===== config.mk =====
export PLATFORM = sky130hd
export DESIGN_NAME = adq_capture_ctrl
export DESIGN_NICKNAME = d
export VERILOG_FILES = /design/src/rtl/adq_pkg.sv /design/src/rtl/adq_strobe_decode.sv /design/src/rtl/adq_addr_latch.sv /design/src/rtl/adq_dir_ctrl.sv /design/src/rtl/adq_capture_ctrl.sv
export SDC_FILE = /design/constraint.sdc
export NUM_CORES = 1
export LEC_CHECK = 0
export BUFFER_PORTS_ARGS = -buffer_cell sky130_fd_sc_hd__buf_2
export CAP_MARGIN = 20
export CELL_PAD_IN_SITES_DETAIL_PLACEMENT = 0
export CELL_PAD_IN_SITES_GLOBAL_PLACEMENT = 1
export CORE_ASPECT_RATIO = 1.1
export CORE_MARGIN = 8
export CORE_UTILIZATION = 38
export CTS_BUF_LIST = sky130_fd_sc_hd__clkbuf_8
export CTS_CLUSTER_SIZE = 16
export DETAILED_ROUTE_END_ITERATION = 10
export PLACE_DENSITY = 0.87
export RECOVER_POWER = 25
export SYNTH_ARGS = -nofsm -noshare
export SYNTH_HDL_FRONTEND = slang
export SYNTH_SLANG_ARGS = --single-unit

===== constraint.sdc =====
create_clock -name clk -period 2.3 [get_ports clk]
set_clock_uncertainty 0.05 [all_clocks]
set_input_delay 0.345 -clock clk [delete_from_list [all_inputs] [get_ports clk]]
set_output_delay 0.345 -clock clk [all_outputs]
set_load 0.1 [all_outputs]

===== src/rtl/adq_pkg.sv =====
package adq_pkg;

    typedef enum logic [1:0] {
        CAP_NONE = 2'd0,
        CAP_HI   = 2'd1,
        CAP_LO   = 2'd2
    } cap_e;

    typedef enum logic [2:0] {
        S_IDLE  = 3'd0,
        S_HI    = 3'd1,
        S_READ  = 3'd2,
        S_WRITE = 3'd3,
        S_DONE  = 3'd4
    } dir_st_e;

    typedef struct packed {
        logic ce_n;
        logic oe_n;
        logic we_n;
        logic avd_n;
    } strobe_t;

    // Classify the strobes seen at one clock edge.
    function automatic cap_e classify(input logic sync_mode,
                                      input strobe_t s,
                                      input logic avd_prev);
        cap_e c;
        c = CAP_NONE;
        if (!s.ce_n) begin
            if (sync_mode) begin
                if (!s.avd_n) c = s.oe_n ? CAP_LO : CAP_HI;
            end else begin
                if (s.avd_n && !avd_prev) c = s.oe_n ? CAP_LO : CAP_HI;
            end
        end
        return c;
    endfunction

    function automatic logic is_live(input dir_st_e st);
        return (st == S_READ) || (st == S_WRITE);
    endfunction

endpackage


===== src/rtl/adq_strobe_decode.sv =====
module adq_strobe_decode
    import adq_pkg::*;
(
    input  logic    clk,
    input  logic    rst,
    input  logic    mode_wr,
    input  logic    mode_sync,
    input  strobe_t strb,
    output cap_e    cap,
    output logic    sync_q
);

    logic avd_q;

    always_ff @(posedge clk) begin
        if (rst) begin
            avd_q  <= 1'b1;
            sync_q <= 1'b0;
        end else begin
            avd_q <= strb.avd_n;
            if (mode_wr) sync_q <= mode_sync;
        end
    end

    always_comb begin
        cap = classify(sync_q, strb, avd_q);
    end

    // in edge mode a low level of the strobe alone never captures
    p_async_level_r6: assert property (@(posedge clk) disable iff (rst)
        (!sync_q && !strb.avd_n) |-> (cap == CAP_NONE));

endmodule


===== src/rtl/adq_addr_latch.sv =====
module adq_addr_latch
    import adq_pkg::*;
#(
    parameter int HI_W = 16,
    parameter int LO_W = 16,
    localparam int AW = HI_W + LO_W
) (
    input  logic            clk,
    input  logic            rst,
    input  logic            boot_top,
    input  cap_e            cap,
    input  logic [LO_W-1:0] bus_in,
    output logic [AW-1:0]   word_addr
);

    logic [HI_W-1:0] upper_q;
    logic [LO_W-1:0] lower_q;

    always_ff @(posedge clk) begin
        if (rst) begin
            upper_q <= {HI_W{boot_top}};
            lower_q <= '0;
        end else begin
            if (cap == CAP_HI) upper_q <= bus_in[HI_W-1:0];
            if (cap == CAP_LO) lower_q <= bus_in;
        end
    end

    assign word_addr = {upper_q, lower_q};

    // reset presets the window by the strap
    p_upper_reset_r5: assert property (@(posedge clk)
        $past(rst) |-> (upper_q == {HI_W{$past(boot_top)}}));

    // upper half is kept unless an upper capture happens
    p_upper_hold_r4: assert property (@(posedge clk) disable iff (rst)
        (cap != CAP_HI) |=> $stable(upper_q));

    // lower capture takes the bus value
    p_lower_take_r2: assert property (@(posedge clk) disable iff (rst)
        (cap == CAP_LO) |=> (lower_q == $past(bus_in)));

endmodule


===== src/rtl/adq_dir_ctrl.sv =====
module adq_dir_ctrl
    import adq_pkg::*;
(
    input  logic    clk,
    input  logic    rst,
    input  cap_e    cap,
    input  strobe_t strb,
    input  logic    rdy,
    output logic    bus_oe,
    output logic    acc_active
);

    dir_st_e st_q, st_d;
    logic    rdy_seen_q, rdy_seen_d;

    always_comb begin
        st_d       = st_q;
        rdy_seen_d = rdy_seen_q;
        if (cap == CAP_LO) begin
            st_d       = strb.we_n ? S_READ : S_WRITE;
            rdy_seen_d = 1'b0;
        end else if (cap == CAP_HI) begin
            st_d       = S_HI;
            rdy_seen_d = 1'b0;
        end else if (strb.ce_n) begin
            st_d       = S_IDLE;
            rdy_seen_d = 1'b0;
        end else begin
            unique case (st_q)
                S_READ: begin
                    if (!strb.we_n)                    st_d = S_WRITE;
                    else if (strb.oe_n && rdy_seen_q)  st_d = S_DONE;
                    if (rdy) rdy_seen_d = 1'b1;
                end
                default: ;
            endcase
        end
    end

    always_ff @(posedge clk) begin
        if (rst) begin
            st_q       <= S_IDLE;
            rdy_seen_q <= 1'b0;
        end else begin
            st_q       <= st_d;
            rdy_seen_q <= rdy_seen_d;
        end
    end

    assign bus_oe     = !rst && (st_q == S_READ) && !strb.ce_n
                        && !strb.oe_n && strb.we_n;
    assign acc_active = is_live(st_q);

    // an upper capture never turns the bus around
    p_hi_no_drive_r7: assert property (@(posedge clk) disable iff (rst)
        (cap == CAP_HI) |=> !bus_oe);

    // chip deselect ends the access
    p_ce_ends_r9: assert property (@(posedge clk) disable iff (rst)
        strb.ce_n |=> !acc_active);

    // a write strobe leaves the bus as input afterwards
    p_write_quiet_r11: assert property (@(posedge clk) disable iff (rst)
        (!strb.we_n && !strb.ce_n && cap == CAP_NONE) |=> !bus_oe);

endmodule


===== src/rtl/adq_capture_ctrl.sv =====
module adq_capture_ctrl
    import adq_pkg::*;
#(
    parameter int HI_W = 16,
    parameter int LO_W = 16,
    localparam int AW = HI_W + LO_W
) (
    input  logic            clk,
    input  logic            rst,
    input  logic            boot_top,
    input  logic            mode_wr,
    input  logic            mode_sync,
    input  logic            ce_n,
    input  logic            oe_n,
    input  logic            we_n,
    input  logic            avd_n,
    input  logic            rdy,
    input  logic [LO_W-1:0] adq_in,
    output logic [AW-1:0]   word_addr,
    output logic            bus_oe,
    output logic            acc_active
);

    strobe_t strb;
    cap_e    cap;
    logic    sync_q;

    assign strb = '{ce_n: ce_n, oe_n: oe_n, we_n: we_n, avd_n: avd_n};

    adq_strobe_decode u_dec (
        .clk      (clk),
        .rst      (rst),
        .mode_wr  (mode_wr),
        .mode_sync(mode_sync),
        .strb     (strb),
        .cap      (cap),
        .sync_q   (sync_q)
    );

    adq_addr_latch #(.HI_W(HI_W), .LO_W(LO_W)) u_lat (
        .clk      (clk),
        .rst      (rst),
        .boot_top (boot_top),
        .cap      (cap),
        .bus_in   (adq_in),
        .word_addr(word_addr)
    );

    adq_dir_ctrl u_dir (
        .clk       (clk),
        .rst       (rst),
        .cap       (cap),
        .strb      (strb),
        .rdy       (rdy),
        .bus_oe    (bus_oe),
        .acc_active(acc_active)
    );

    // driving implies a live access
    p_drive_live_r8: assert property (@(posedge clk) disable iff (rst)
        bus_oe |-> acc_active);

    // no driving in reset
    always_comb begin
        if (rst) p_rst_hiz_r12: assert (!bus_oe);
    end

endmodule


# After elaboration in Yosys (flattened, before gate mapping)
# Cells that the tools add are included.
# op_classes
eq_ne	5
mux	14
n_reduce_logical	16
# ops
cell	count
2-to-1 mux 16 bit	2
2-to-1 mux 3 bit	6
2-to-1 mux 2 bit	5
equality test 3 x 2 -> 1 bit, second input constant	2
logical AND 1 bit	6
!= test 5 x 2 -> 1 bit, second input constant	1
zero test 1 bit	4
AND reduction 2 bit	2
nonzero test 4 bit	1
OR reduction 4 bit	1
equality test 2 x 1 -> 1 bit, second input constant	1
equality test 2 bit, second input constant	1
nonzero test 2 bit	1
logical OR 1 bit	1
2-to-1 mux 1 bit	1
# word_totals
regBits	38
inputBits	26
word_cells	41

# Longest topological paths before layout
# Gate-level depths: netlist of run 1.
# logic_depth
depth_word	8
mapped_depth	9
depth_no_buf	9

# Modules after synthesis
# A second synthesis of run 1 with hierarchy kept.
# unflattened
cells_unflattened	147
hier_area_um2	1664.1
# by_module_without_submodules
mod	n_inst	cells_per_inst	area_each_um2	seq_area_each_um2
adq_addr_latch	1	106	1297.5	800.8
adq_dir_ctrl	1	31	266.5	80.1
adq_strobe_decode	1	10	100.1	40.0

# Worst setup path after synthesis of run 1
# OpenSTA, ideal clock, no wires.
# synth_path
path_type	register -> output
start	register u_dir.st_q[1]
end	output port bus_oe
arrival_time_ps	2237
path_slack_ps	-332
stages_incl_launch_ff	4
cell_sequence	dfxtp_1 > nor2b_2 > and2b_1 > and4b_1
# synth_via
elab_chain_len	5
# synth_rtl
element	line	rtl
from (decl)	adq_dir_ctrl.sv:13	dir_st_e st_q, st_d;
from (signal assigned)	adq_dir_ctrl.sv:45	st_q <= st_d;
equality test 3 x 2 -> 1 bit	adq_dir_ctrl.sv:50	assign bus_oe = !rst && (st_q == S_READ) && !strb.ce_n
logical AND 1 bit (2 in series)	adq_dir_ctrl.sv:50	
logical AND 1 bit (2 in series)	adq_dir_ctrl.sv:51	&& !strb.oe_n && strb.we_n;
to (decl)	adq_capture_ctrl.sv:20	output logic bus_oe,
# Every way passes these cells.

# Final worst setup path of run 1
# Same ends and word-level chain as after synthesis.

==> impl_metrics.tcl, run 1 <==
set metrics [dict create \
    status "finished clean" \
    postRouteAntennaNets 0 \
    clk_latency_ns 0.28 \
    r2r_slack_ns 0.42 \
    initial_core_util 0.396 \
    critPathLaunchType "register" \
    postCtsHoldBufs 0 \
    post-route-cell-area_um2 2020 \
    cts_max_level 2 \
    cts_buffers 5 \
    cp_max_fo 3 \
    tightest_slew_ns 1.19 \
    crit_start "u_dir.st_q[1]" \
    finalMaxSlewViolations 0 \
    cts_sinks 38 \
    drcViolationCount 0 \
    powerDensity_nw_per_um2 787 \
    path_class "register to output port" \
    routed_via_density 4.58 \
    grt_pass1_vias 1170 \
    arrival_ns 1.56 \
    clk_pin_slew_ns 0.07 \
    rows 24 \
    dieWidth_um 77.5 \
    place_inst 251 \
    drt_iter0_markers 48 \
    place_hpwl_um 2570 \
    fin_cells 259 \
    design.core.area_um2 3990 \
    vdd_ir_drop_max_mv 0.456 \
    slew-limit-headroom 0.213 \
    hp-class "input port to register" \
    drive_gt1_frac 0.362 \
    ctsLongestPathBuffers 2 \
    rr_worst_depth 8 \
    ys_ff_latch 38 \
    synth-edff-count 16 \
    grt.total_usage 0.108 \
    synth-seq-area-share 0.582 \
    dr.pass1.iters 4 \
    reg2reg_from "u_dec.sync_q" \
    root_buffer "clkbuf_8" \
    synthToLayoutAreaGrowth_pct 27.8 \
    fin_setup_tns_ns 0 \
    syn_inst 145 \
    die_area_um2 6480 \
    vias 1185 \
    numPortBuffers 59 \
    grt_max_degree 24 \
    cts_setup_buffers 0 \
    fin_nets 234 \
    worst_r2r_endpoint "u_dir.st_q[0]" \
    wl_per_cell_um 13.3 \
    synth_top_area_frac 0.304 \
    ys_warn_count 0 \
    grt.overflow.total 0 \
    end_kind "output port" \
    setup_viol 0 \
    fin_crit_ns 1.96 \
    timing.fmax_mhz 511 \
    cp.required_ns 1.90 \
    cts_resized 0 \
    ios 60 \
    min_period_over_period 0.852 \
    die_h_um 83.7 \
    wl_um 3440 \
    cts_tree "built" \
    rsz0062_at_grt "false" \
    crit_path_end "bus_oe" \
    avgSynthCellArea_um2 10.9 \
    antenna_found_initial 0 \
    synth_top_area_cell "edfxtp_1" \
    syn-num-nets 173 \
    synth_cell_types 28 \
    synthTopCellsByCount "dfxtp_1, nor2_1, inv_1, mux2i_1" \
    globalplace.congestion 0.739 \
    grt_first_pass_wirelength_um 5690 \
    hold_viol 0 \
    cap_violations 0 \
    async_flop_share 0 \
    netlist_area_um2 1580 \
    synth_area_leaders "edfxtp_1, dfxtp_1, mux2i_1, nor2_1, o21ai_0" \
    yosys_most_used_dff "dfxtp_1" \
    antenna_cells 0 \
    leakagePower_nw 0.918 \
    placed_cell_area_um2 1930 \
]
[worst min path at each step]
stage	startpoint	slack, ns	to	depth (start not counted)
6_report	avd_n	0.22	u_dec.avd_q	2
5_1_grt	avd_n	0.21	u_dec.avd_q	2
4_1_cts	avd_n	0.21	u_dec.avd_q	2
3_5_place_dp	u_lat.lower_q[5]	0.42	u_lat.lower_q[5]	2
3_3_place_gp	u_lat.lower_q[14]	0.42	u_lat.lower_q[14]	2
2_1_floorplan	avd_n	0.40	u_dec.avd_q	1
[critical path: stages (launching register included)]
cell	delay (ns)
dfxtp_1	0.36
nor2b_4	0.15
and2b_1	0.14
and4b_2	0.21
buf_2	0.42
[placed cells by master, fill, tap and decap left out, drive strengths merged, types with 2 or more instances in the layout]
cell type and instances:
buf 56, o21ai 16, a21oi 2, ha 2, nor2 22, or2 2, dfxtp 22, edfxtp 16
clkbuf 11, nor2b 3, nand2 3, inv 19, mux2i 18, nor3 3
[final cells by class]
type	count	area [µm²]
clock buffers	6	82.6
fillers	382	1970
well taps	52	65.1
flip-flops and latches	38	921
inverters	19	71.3
multi-input cells	81	564
repair buffers	61	304
clock inverters	2	12.5
[cell families (layout without fill, tap and decap cells)]
family | count (synthesis) | in the layout | share of synthesized area
flops | 38 | 38 | 0.582
compound gates | 21 | 21 | 0.0854
mux | 18 | 18 | 0.114
fa+ha+maj | 2 | 2 | 0.0158
simple gates | 40 | 40 | 0.138
buf+inv | 26 | 88 | 0.0649
[layer usage]
metal	global-route usage	part of all wire	vias up
li1	-	-	602
met1	0.119	0.42	532
met2	0.156	0.43	46
met3	0.0808	0.14	5
met4	0.0378	0.011	0
met5	0	0	-
[report_power, final]
group | leakage [nW] | total (W) | switching (W) | internal (W)
registers | 0.338 | 0.000756 | 0.0000131 | 0.000742
logic | 0.532 | 0.000365 | 0.000291 | 0.0000741
clock network | 0.0472 | 0.000471 | 0.000230 | 0.000241
total | 0.918 | 0.00159 | 0.000534 | 0.00106
[flip-flops by register name, indices dropped and copies added (netlist names)]
register and count:
u_dec.avd_q 1, u_dir.st_q 3, u_lat.upper_q 16, u_dir.rdy_seen_q 1, u_dec.sync_q 1, u_lat.lower_q 16
[stage by stage]
stage | utilization | total power [W] | hold WS (ns) | setup slack (ns)
finish | 0.506 | 0.00159 | 0.225 | 0.341
global route | 0.506 | 0.00166 | 0.215 | 0.258
CTS | 0.508 | 0.00162 | 0.214 | 0.318
detailed placement | 0.484 | 0.00114 | 0.425 | 0.354
global placement | 0.484 | 0.00114 | 0.418 | 0.400
floorplan | - | 0.00107 | 0.402 | 0.258
Power figures use the tool's default switching activity.
==> run 2: changes to the inputs <==
- CORE_UTILIZATION: 38 -> 39
- CTS_BUF_LIST: sky130_fd_sc_hd__clkbuf_8 -> sky130_fd_sc_hd__clkbuf_2
- SYNTH_HIERARCHICAL: not set -> 1
==> impl_metrics.tcl, run 2 <==
set metrics [dict create \
    synth-seq-area-share 0.553 \
    grt.total_usage 0.107 \
    cts_buffers 5 \
    fin_cells 267 \
    initial_core_util 0.397 \
    fin_nets 240 \
    layout_commonest_cell "buf_2" \
    grt_pass1_vias 1214 \
    cts_sinks 38 \
    async_flop_share 0 \
    place_hpwl_um 2600 \
    critPathLaunchType "register" \
    netlist_area_um2 1660 \
    ctsLongestPathBuffers 2 \
    critical_path.max_stage_delay_ns 0.44 \
    wl_um 3470 \
    cp.required_ns 1.90 \
    cts_setup_buffers 0 \
    arrival_ns 1.77 \
    postRouteAntennaNets 0 \
    synth-edff-count 16 \
    root_buffer "clkbuf_2" \
    avgSynthCellArea_um2 11.3 \
    rsz0062_at_grt "false" \
    min_from "avd_n" \
    hp-class "input port to register" \
    slowest_stage "buf_2" \
    reg2reg_from "u_dec/sync_q" \
    synth_cell_types 28 \
    cts_tree "built" \
    dr.pass1.iters 4 \
    grt_max_degree 40 \
    place_inst 259 \
    antenna_found_initial 0 \
    powerDensity_nw_per_um2 726 \
    dieWidth_um 78.3 \
    die_h_um 84.5 \
    syn-num-nets 175 \
    fin_crit_ns 2.17 \
    grt_first_pass_wirelength_um 5710 \
    ys_ff_latch 38 \
    multiInputGateArea_um2 688 \
    setup_viol 0 \
    yosys_most_used_dff "dfxtp_1" \
    synth.most_common_cell "nand2b_1" \
    design.core.area_um2 4190 \
    clk_pin_slew_ns 0.18 \
    slew-limit-headroom 0.222 \
    cap_violations 0 \
    leakagePower_nw 1.06 \
    tightest_slew_ns 1.17 \
    timing.fmax_mhz 462 \
    rows 25 \
    hold_viol 0 \
    synth_area_leaders "edfxtp_1, dfxtp_1, nand2b_1, mux2i_1, nand2_1" \
    status "finished clean" \
    fin_setup_tns_ns 0 \
    antenna_cells 0 \
    path_class "register to output port" \
    fin_total_pwr_w 0.00151 \
    die_area_um2 6620 \
    min_period_over_period 0.942 \
    crit_start "u_dir/st_q[1]" \
    cp_cell_sequence "or3b_4 > nor3_4 > buf_2" \
    seqCellArea_um2 921 \
    synthToLayoutAreaGrowth_pct 25.3 \
    nFillCells 405 \
    routed_via_density 4.60 \
    drt_iter0_markers 42 \
    globalplace.congestion 0.729 \
    clk_latency_ns 0.37 \
    drcViolationCount 0 \
    postCtsHoldBufs 0 \
    wl_per_cell_um 13.0 \
    cts_max_level 2 \
    ys_warn_count 6 \
    synth_top_area_frac 0.289 \
    vdd_ir_drop_max_mv 0.413 \
    cts_resized 0 \
    ios 60 \
    cp_max_fo 3 \
    largest_registers "u_lat/lower_q: 16 flops, u_lat/upper_q: 16 flops, u_dir/st_q: 3 flops" \
    numPortBuffers 59 \
    drive_gt1_frac 0.347 \
    vias 1227 \
    syn_inst 147 \
    grt.overflow.total 0 \
    synth_top_area_cell "edfxtp_1" \
    layout_common_cells "buf_2, nand2b_1, dfxtp_1, nand2_1, mux2i_1" \
    synthTopCellsByCount "nand2b_1, dfxtp_1, nand2_1, mux2i_1, edfxtp_1" \
    end_kind "output port" \
    finalMaxSlewViolations 0 \
]
==> run 2: cells by family (layout without fill, tap and decap cells) <==
logic type / after synthesis / count (layout) / share of synthesized area
simple gates: 71 / 71 / 0.242
flops: 38 / 38 / 0.553
mux: 18 / 18 / 0.108
buf+inv: 11 / 77 / 0.0398
compound gates: 7 / 7 / 0.0414
fa+ha+maj: 2 / 2 / 0.0150
==> run 2: worst max-delay path, delay by kind of cell, from the launching register on <==
family                 cells  cell delay (ns)
AND/OR/NAND/NOR            2             0.57
buffers and inverters      1             0.44
flip-flops                 1             0.39
==> run 2: through the flow <==
step | worst slack, ns | hold slack [ns] | utilization | cell area, µm²
detailed placement | 0.146 | 0.414 | 0.484 | 2030
floorplan | 0.196 | 0.365 | - | 1680
CTS | 0.103 | 0.0997 | 0.499 | 2090
finish | 0.134 | 0.111 | 0.498 | 2090
global route | 0.0253 | 0.0964 | 0.498 | 2090
global placement | 0.174 | 0.408 | 0.484 | 2030
==> run 2: final timing paths <==
path                             to  slack, ns  cells after the start
hold / removal          u_dec/avd_q       0.11                      2
hold reg to reg   u_lat/lower_q[14]       0.43                      2
setup / recovery             bus_oe       0.13                      3
setup reg to reg      u_dir/st_q[1]       0.25                      7
==> run 2: cell type report <==
cell class,count,area share
Multi-Input combinational cell,98,0.330
Clock inverter,2,0.0162
Tap cell,54,0.0324
Clock buffer,6,0.0144
Timing Repair Buffer,64,0.157
Sequential cell,38,0.442
Inverter,5,0.00900
==> run 2: layer usage <==
| layer | vias to the layer above | global-route usage | part of all wire |
|---|---|---|---|
| met2 | 52 | 0.168 | 0.45 |
| met3 | 6 | 0.0588 | 0.11 |
| met4 | 0 | 0.0354 | 0.014 |
| met1 | 547 | 0.120 | 0.43 |
| met5 | - | 0 | 0 |
| li1 | 622 | - | - |
==> run 2: where the power goes <==
group	internal [W]	total [W]	switching (W)
Clock	0.000186	0.000398	0.000213
Combinational	0.0000769	0.000364	0.000287
Sequential	0.000742	0.000753	0.0000110
Total	0.00100	0.00151	0.000510
